$ cat src/rtl/nvcrc_pkg.sv
package nvcrc_pkg;

  typedef enum logic [2:0] {
    ST_IDLE  = 3'd0,
    ST_FETCH = 3'd1,
    ST_DRAIN = 3'd2,
    ST_TAIL  = 3'd3,
    ST_WR_HI = 3'd4,
    ST_WR_LO = 3'd5
  } nvcrc_state_e;

  localparam logic [15:0] CRC_SEED = 16'hFFFF;

endpackage

$ cat src/rtl/nvcrc_step.sv
// One fold of the running checksum. Only the low byte of the word can reach
// the result, so only that byte enters this stage.
module nvcrc_step (
  input  logic [15:0] acc_i,
  input  logic [7:0]  lo_byte_i,
  output logic [15:0] acc_o
);
  logic [7:0]  mix;
  logic [15:0] nib_a;
  logic [15:0] nib_b;

  always_comb begin
    mix   = acc_i[7:0] ^ lo_byte_i;
    nib_a = {12'h000, mix[3:0]};
    nib_b = {12'h000, mix[7:4] ^ mix[3:0]};
    acc_o = {8'h00, acc_i[15:8]}
          ^ (nib_a << 3) ^ (nib_a << 8)
          ^ nib_b ^ (nib_b << 7) ^ (nib_b << 12);
  end
endmodule

$ cat src/rtl/nvcrc_ctrl.sv
module nvcrc_ctrl
  import nvcrc_pkg::*;
#(
  parameter int AW = 16,
  parameter int CW = 16
) (
  input  logic          clk,
  input  logic          rst_n,
  input  logic          start_i,
  input  logic [AW-1:0] base_addr_i,
  input  logic [CW-1:0] byte_cnt_i,
  input  logic [AW-1:0] dest_addr_i,
  output logic          busy_o,
  output logic          done_o,
  output logic          rd_en_o,
  output logic          wr_en_o,
  output logic [AW-1:0] addr_o,
  output logic          wr_hi_sel_o,
  output logic          load_seed_o,
  output logic          consume_o,
  output logic          first_o,
  output logic          tail_o
);
  localparam logic [CW-1:0] EVEN_MASK = {{(CW-1){1'b1}}, 1'b0};

  nvcrc_state_e  state_q, state_d;
  logic [AW-1:0] base_q, base_d;
  logic [AW-1:0] dest_q, dest_d;
  logic [CW-1:0] last_q, last_d;
  logic          odd_q, odd_d;
  logic [CW-1:0] iss_q, iss_d;
  logic          pend_q, pend_d;
  logic          first_q, first_d;
  logic          done_q, done_d;
  logic          accept;
  logic          iss_en;

  assign accept = (state_q == ST_IDLE) && start_i;
  assign iss_en = accept || (state_q == ST_FETCH);

  // next-state logic
  always_comb begin
    state_d     = state_q;
    base_d      = base_q;
    dest_d      = dest_q;
    last_d      = last_q;
    odd_d       = odd_q;
    iss_d       = iss_q;
    first_d     = first_q;
    rd_en_o     = 1'b0;
    wr_en_o     = 1'b0;
    wr_hi_sel_o = 1'b0;
    tail_o      = 1'b0;
    load_seed_o = 1'b0;
    addr_o      = base_q + AW'(iss_q);
    unique case (state_q)
      ST_IDLE: begin
        if (start_i) begin
          base_d      = base_addr_i;
          dest_d      = dest_addr_i;
          last_d      = byte_cnt_i & EVEN_MASK;
          odd_d       = byte_cnt_i[0];
          iss_d       = '0;
          first_d     = 1'b1;
          load_seed_o = 1'b1;
          state_d     = (byte_cnt_i == '0) ? ST_WR_HI : ST_FETCH;
        end
      end
      ST_FETCH: begin
        rd_en_o = 1'b1;
        iss_d   = iss_q + 1'b1;
        if (iss_q == last_q) begin
          state_d = ST_DRAIN;
        end
      end
      ST_DRAIN: begin
        state_d = odd_q ? ST_TAIL : ST_WR_HI;
      end
      ST_TAIL: begin
        tail_o  = 1'b1;
        state_d = ST_WR_HI;
      end
      ST_WR_HI: begin
        wr_en_o     = 1'b1;
        wr_hi_sel_o = 1'b1;
        addr_o      = dest_q;
        state_d     = ST_WR_LO;
      end
      ST_WR_LO: begin
        wr_en_o = 1'b1;
        addr_o  = dest_q + 1'b1;
        state_d = ST_IDLE;
      end
      default: state_d = ST_IDLE;
    endcase
    if (pend_q) begin
      first_d = 1'b0;
    end
    pend_d = (state_q == ST_FETCH);
    done_d = (state_q == ST_WR_LO);
  end

  // state and pipeline flags
  always_ff @(posedge clk or negedge rst_n) begin
    if (!rst_n) begin
      state_q <= ST_IDLE;
      pend_q  <= 1'b0;
      first_q <= 1'b0;
      done_q  <= 1'b0;
    end else begin
      state_q <= state_d;
      pend_q  <= pend_d;
      first_q <= first_d;
      done_q  <= done_d;
    end
  end

  // run parameters, loaded only on accept
  always_ff @(posedge clk or negedge rst_n) begin
    if (!rst_n) begin
      base_q <= '0;
      dest_q <= '0;
      last_q <= '0;
      odd_q  <= 1'b0;
    end else if (accept) begin
      base_q <= base_d;
      dest_q <= dest_d;
      last_q <= last_d;
      odd_q  <= odd_d;
    end
  end

  // read index, advanced while fetching
  always_ff @(posedge clk or negedge rst_n) begin
    if (!rst_n) begin
      iss_q <= '0;
    end else if (iss_en) begin
      iss_q <= iss_d;
    end
  end

  assign busy_o    = (state_q != ST_IDLE);
  assign done_o    = done_q;
  assign consume_o = pend_q;
  assign first_o   = first_q;
endmodule

$ cat src/rtl/nvcrc_dp.sv
module nvcrc_dp
  import nvcrc_pkg::*;
(
  input  logic       clk,
  input  logic       rst_n,
  input  logic       load_seed_i,
  input  logic       consume_i,
  input  logic       first_i,
  input  logic       tail_i,
  input  logic       wr_hi_sel_i,
  input  logic [7:0] rd_data_i,
  output logic [7:0] wr_data_o
);
  logic [15:0] acc_q, acc_d;
  logic [15:0] acc_step;
  logic [7:0]  fold_byte;
  logic        fold_en;
  logic        acc_en;

  // tail fold: the low byte of the word is zero
  assign fold_byte = tail_i ? 8'h00 : rd_data_i;
  assign fold_en   = (consume_i && !first_i) || tail_i;
  assign acc_en    = load_seed_i || fold_en;

  nvcrc_step i_step (
    .acc_i     (acc_q),
    .lo_byte_i (fold_byte),
    .acc_o     (acc_step)
  );

  always_comb begin
    if (load_seed_i) begin
      acc_d = CRC_SEED;
    end else begin
      acc_d = acc_step;
    end
  end

  always_ff @(posedge clk or negedge rst_n) begin
    if (!rst_n) begin
      acc_q <= CRC_SEED;
    end else if (acc_en) begin
      acc_q <= acc_d;
    end
  end

  assign wr_data_o = wr_hi_sel_i ? acc_q[15:8] : acc_q[7:0];
endmodule

$ cat src/rtl/nvcrc_engine.sv
module nvcrc_engine
  import nvcrc_pkg::*;
#(
  parameter int AW = 16,
  parameter int CW = 16
) (
  input  logic          clk,
  input  logic          rst_n,
  input  logic          start_i,
  input  logic [AW-1:0] base_addr_i,
  input  logic [CW-1:0] byte_cnt_i,
  input  logic [AW-1:0] dest_addr_i,
  output logic          busy_o,
  output logic          done_o,
  output logic          mem_rd_en_o,
  output logic          mem_wr_en_o,
  output logic [AW-1:0] mem_addr_o,
  output logic [7:0]    mem_wr_data_o,
  input  logic [7:0]    mem_rd_data_i
);
  logic wr_hi_sel;
  logic load_seed;
  logic consume;
  logic first;
  logic tail;

  nvcrc_ctrl #(.AW(AW), .CW(CW)) i_ctrl (
    .clk         (clk),
    .rst_n       (rst_n),
    .start_i     (start_i),
    .base_addr_i (base_addr_i),
    .byte_cnt_i  (byte_cnt_i),
    .dest_addr_i (dest_addr_i),
    .busy_o      (busy_o),
    .done_o      (done_o),
    .rd_en_o     (mem_rd_en_o),
    .wr_en_o     (mem_wr_en_o),
    .addr_o      (mem_addr_o),
    .wr_hi_sel_o (wr_hi_sel),
    .load_seed_o (load_seed),
    .consume_o   (consume),
    .first_o     (first),
    .tail_o      (tail)
  );

  nvcrc_dp i_dp (
    .clk         (clk),
    .rst_n       (rst_n),
    .load_seed_i (load_seed),
    .consume_i   (consume),
    .first_i     (first),
    .tail_i      (tail),
    .wr_hi_sel_i (wr_hi_sel),
    .rd_data_i   (mem_rd_data_i),
    .wr_data_o   (mem_wr_data_o)
  );
endmodule

$ cat config.mk
export PLATFORM = sky130hd
export DESIGN_NAME = nvcrc_engine
export DESIGN_NICKNAME = d
export VERILOG_FILES = /design/src/rtl/nvcrc_pkg.sv /design/src/rtl/nvcrc_step.sv /design/src/rtl/nvcrc_ctrl.sv /design/src/rtl/nvcrc_dp.sv /design/src/rtl/nvcrc_engine.sv
export SDC_FILE = /design/constraint.sdc
export NUM_CORES = 1
export LEC_CHECK = 0
export BUFFER_PORTS_ARGS = -buffer_cell sky130_fd_sc_hd__buf_4
export CELL_PAD_IN_SITES_DETAIL_PLACEMENT = 0
export CELL_PAD_IN_SITES_GLOBAL_PLACEMENT = 2
export CORE_ASPECT_RATIO = 0.7
export CORE_MARGIN = 1.5
export CORE_UTILIZATION = 35
export DETAILED_ROUTE_END_ITERATION = 10
export PLACE_DENSITY_LB_ADDON = 0.12
export RECOVER_POWER = 25
export SLEW_MARGIN = 20
export SYNTH_ARGS = -nofsm -noshare
export SYNTH_HDL_FRONTEND = slang
export SYNTH_SLANG_ARGS = --single-unit
$ cat constraint.sdc
create_clock -name clk -period 3 [get_ports clk]
set_clock_uncertainty 0.05 [all_clocks]
set_input_delay 0.15 -clock clk [delete_from_list [all_inputs] [get_ports clk]]
set_output_delay 0.15 -clock clk [all_outputs]
set_load 0.02 [all_outputs]
## Word level (Yosys, flattened, before mapping)

Index checks and enable logic that the tools add are counted.

- Bitwise logic cells: 7
- Mux-type cells: 20
- Equal/unequal tests: 8
- $add $sub $neg: 3
- Reductions and logical operators: 17

Operators by type and width:

| cell | number |
|---|---|
| case mux 16 bit (2 select lines) | 2 |
| adder 16 x 1 -> 16 bit, second input constant | 2 |
| two-way mux 16 bit | 2 |
| adder 16 bit | 1 |
| == test 16 bit | 1 |
| logical NOT 16 bit | 1 |
| two-way mux 8 bit | 2 |
| XOR 16 x 11 -> 16 bit | 1 |
| XOR 16 bit | 1 |
| case mux 3 bit (5 select lines) | 1 |
| two-way mux 3 bit | 4 |
| XOR 12 x 4 -> 12 bit | 1 |
| XOR 8 x 12 -> 12 bit | 1 |
| two-way mux 1 bit | 9 |
| XOR 8 x 7 -> 8 bit | 1 |
| XOR 8 bit | 1 |
| == test 3 x 2 -> 1 bit, second input constant | 2 |
| == test 3 bit, second input constant | 2 |
| AND reduction 3 bit | 2 |
| nonzero test 2 bit | 3 |
| != test 2 bit, second input constant | 2 |
| AND reduction 2 bit | 2 |
| XOR 4 bit | 1 |
| == test 3 x 1 -> 1 bit, second input constant | 1 |
| 6 further kinds | 9 |

- Bits of input ports: 59
- Word-level logic and storage cells: 65
- Output and inout bits: 28
- Register bits after elaboration: 86

## Longest topological paths before layout

- Word-level depth: 10
- Gate-level depth with buffers: 8

## By module

A second synthesis with hierarchy kept.

- Cells, all modules: 643
- Area total of the unflattened synthesis: 5617.9 µm²

Modules (own cells, without submodules):

| module | area an instance (µm²) | instances | cells an instance |
|---|---|---|---|
| nvcrc_ctrl | 4349.2 | 1 | 544 |
| nvcrc_dp | 897.1 | 1 | 75 |
| nvcrc_step | 371.6 | 1 | 24 |

## Least setup slack after synthesis

Ideal clock, no wire load.

- Path kind: flip-flop to output port
- Start: reg i_ctrl.iss_q[0]
- End: out mem_addr_o[10]
- Cell stages (with the launch flop): 7
- Data arrival time: 2430 ps
- Required time: 2800 ps
- Path slack: 370 ps
- Buffers on the path: 0
- Cells stage by stage: dfrtp_1 -> ha_1 -> fa_1 -> a21o_1 -> a221oi_1 -> o31ai_2 -> o31ai_1

- Cells in the longest elaborated chain, start to end: 2

RTL lines:

| element | RTL line | RTL |
|---|---|---|
| start: declaration | nvcrc_ctrl.sv:31 | `logic [CW-1:0] iss_q, iss_d;` |
| start signal: assignment | nvcrc_ctrl.sv:138 | `iss_q <= iss_d;` |
| adder 16 bit | nvcrc_ctrl.sv:55 | `addr_o = base_q + AW'(iss_q);` |
| case mux 16 bit (2 select lines) | nvcrc_ctrl.sv:56 | `unique case (state_q)` |
| end: declaration | nvcrc_engine.sv:17 | `output logic [AW-1:0] mem_addr_o,` |

No other way between the ends.

## Final worst setup path

- Start: reg i_ctrl.iss_q[0]
- End: out mem_addr_o[14]

The elaborated chain is that of the path after synthesis.

==> run metrics <==
status=finished clean; setup TNS=0 ns; Crit path arrival time=between 2 and 3 ns; top_reg_cell synth=dfrtp_1; Die Width=between 150 and 200 um; CP delay by family, top=compound AO/OA/AOI/OAI gates; leakage dissipation=between 3 and 4 nW; CP Buf/Inv Count=2; initial antenna violation count=0; Hold Crit Start=base_addr_i[0]; gp weighted congestion=slightly below 0.8; hold depth=3; P&R area growth vs syn=30.9%; PortBufs=86; Gate Count Post-Synth=slightly above 600; synth unique cells=59; area of the multi-input gates=just over 3000 sq um; layout cells sized above 1=between 20% and 30%; vias in the first global route=about 4600; EDFF count, synth=0; R2R Path End=i_dp.acc_q[8]; detailed-route wire length=between 15 and 20 mm; Register Area=~2200 sq um; worst hold margin=0.0230 ns; first-pass GRT wire length=24.5 mm; CTS max path bufs=2; Tcrit/Tclk final=96.0%; post-DP HPWL=11.1 mm; DRC errors left=0; initial core utilization=36.2%; startpoint type of the worst setup path=flop; Die Height=roughly 110 um; drt wl/cell=about 16 um; WHS Endpoint=i_ctrl.base_q[0]; DIE AREA=approximately 16000 sq um; register bit count reported by yosys=between 80 and 90; final slew viol count=0; Reg-to-Reg Start=i_ctrl.state_q[0]; Post-layout nets=approximately 800; CP Class=flop to output port; DR pass1 iterations=4; largest net degree at the start of global routing=55; GRT overflow=0; RSZ-0062 raised after global routing=no; yosys warns=0; TritonCTS Buffers=9; Slew headroom=between 15 and 20%; DR vias/cell=about 5.0; worst-margin pin slew=about 1.2 ns; most frequent cells in the layout=nand2_1, buf_4, dfrtp_1; total of max-cap violations=0; via count=roughly 4700; cell mode on critical path=buf_4; I/O pin count=87; clk slew on worst S/H paths=~0.07 ns; syn_area_per_cell=approximately 8.8 sq um; Setup crit end kind=output port; R2R cell count=6; PwrDens=between 900 and 1000 nW/um^2; share of synthesized area occupied by flip-flops and latches=between 40% and 50%; Fillers=1440; Min Clock Period, post-route=2.88 ns; CP cell instances=ha_1 > fa_1 > a21o_1 > a221oi_1 > buf_4 > o31ai_4 > a32oi_1 > o211a_1 > buf_4; Fin. Hold Viols=0; DRT iter0 DRCs=a little over 300; Routed Antenna Nets=0; Total GRT Usage=about a fifth; peak supply drop=roughly 0.00057 V; fmax=0.347 GHz; Async SR Flop Fraction=100%; commonest non-fill, non-tap cell in the layout=nand2_1; Setup violations, final=0; Req. time, crit path=between 2 and 3 ns; CORE AREA=between 10000 and 15000 sq um; CTS HTree Levels=3; Slowest Stage Delay on Critical Path=approximately 0.44 ns; Ant. Diodes=0; worst hold path type=primary input to flop; number of setup buffers added after CTS=0; Clock Sinks=86; Max FO, Critical Path=6; Rows=37; FF-to-FF setup slack=0.75 ns; worst skew pair latency=roughly 0.34 ns; root buffer cell=clkbuf_16; syn_nets=between 600 and 700; Mapped Area=5360 sq um; CTS tree=yes; Slowest cell on crit path=dfrtp_2
## cell families (layout without fill, tap and decap cells)
logic type | Yosys count | in the layout | share of synthesized area, %
mux | 21 | 21 | 4.11
fa+ha+maj | 18 | 18 | 4.34
compound gates | 99 | 99 | 12.0
buf+inv | 39 | 173 | 3.24
simple gates | 289 | 289 | 24.6
xor+xnor | 57 | 57 | 11.2
flops | 86 | 86 | 40.5
## timing repair
item | 4_1_cts | 5_1_grt
endpoints found under the setup margin | 0 | 3
hold buffers | 48 | 0
endpoints found under the hold margin | 74 | 0
resized for setup | 0 | 2
## tightest hold or removal path: stages
cell and delay (ns):
buf_4 0.08, nand2_1 0.08, nand2_1 0.07
## worst max path at each step
stage | from | to | cells after the start
floorplan | i_ctrl.iss_q[0] | mem_addr_o[10] | 6
global placement | i_ctrl.iss_q[0] | mem_addr_o[8] | 9
detailed placement | i_ctrl.iss_q[0] | mem_addr_o[14] | 9
CTS | i_ctrl.iss_q[0] | mem_addr_o[14] | 9
global route | i_ctrl.iss_q[4] | mem_addr_o[15] | 7
finish | i_ctrl.iss_q[0] | mem_addr_o[14] | 9
## synthesized netlist by cell type, drive strengths merged, types with 2 or more instances
cell	n	share of area (%)
buf	14	1.5
or3	4	0.65
xnor2	19	3.1
ha	17	4.0
nor2	34	2.4
o31ai	2	0.37
xor2	32	5.5
nand2b	4	0.47
nor4	11	1.3
mux2	8	1.7
xnor3	5	2.1
a31oi	2	0.23
dfstp	16	7.8
and2	3	0.35
o211ai	3	0.61
inv	13	0.91
nand4	11	1.4
o21ai	29	2.7
nor3	5	0.47
nand2	177	13
nor3b	2	0.28
o22a	7	1.1
o211a	4	0.75
and4	4	0.65
a211oi	5	0.93
a21o	5	0.70
dfrtp	70	33
nor2b	2	0.23
o32ai	2	0.33
and3	9	1.1
or2	2	0.23
a21oi	33	3.1
mux2i	13	2.4
o221ai	2	0.33
a221oi	3	0.49
nand3	15	1.4
clkbuf	12	0.84
## state kept, by name (all words and copies together) (netlist names)
name,cells
i_ctrl.iss_q,16
i_ctrl.state_q,3
i_dp.acc_q,16
i_ctrl.first_o,1
i_ctrl.last_q,15
i_ctrl.consume_o,1
i_ctrl.done_o,1
i_ctrl.dest_q,16
i_ctrl.base_q,16
i_ctrl.odd_q,1
## power by group
part           leakage, nW  internal (mW)  switching [mW]  total, mW
Combinational         2.21           1.56            1.98       3.54
Clock                0.154          0.741           0.512       1.25
Sequential            1.06           1.68           0.446       2.13
## through the flow
step	cells	instance area (sq um)	total power, mW	util [%]	setup slack (ns)
after global placement	874	6210	5.62	41.9	0.552
after CTS	938	7020	7.00	47.4	0.0736
after global routing	938	7020	7.47	47.4	0.00210
after detailed placement	874	6210	5.67	41.9	0.480
after floorplan	609	5360	4.52	-	0.370
final	938	7020	6.92	47.4	0.119
## per-layer routing
metal | part of all wire (%) | vias to the layer above | track usage [%]
li1 | - | 2340 | -
met1 | 52 | 2202 | 29.5
met2 | 44 | 107 | 30.1
met3 | 4.1 | 6 | 3.35
met4 | 0.62 | 0 | 4.65
met5 | 0 | - | 0
## area by class of cell
class | instances | share of cell area, %
Clock inverter | 7 | 1.48
Timing Repair Buffer | 144 | 17.0
Inverter | 13 | 0.695
Multi-Input combinational cell | 484 | 43.2
Sequential cell | 86 | 31.0
Tap cell | 195 | 3.48
Clock buffer | 9 | 3.21
Note: power is estimated with default switching activity, not from simulation.
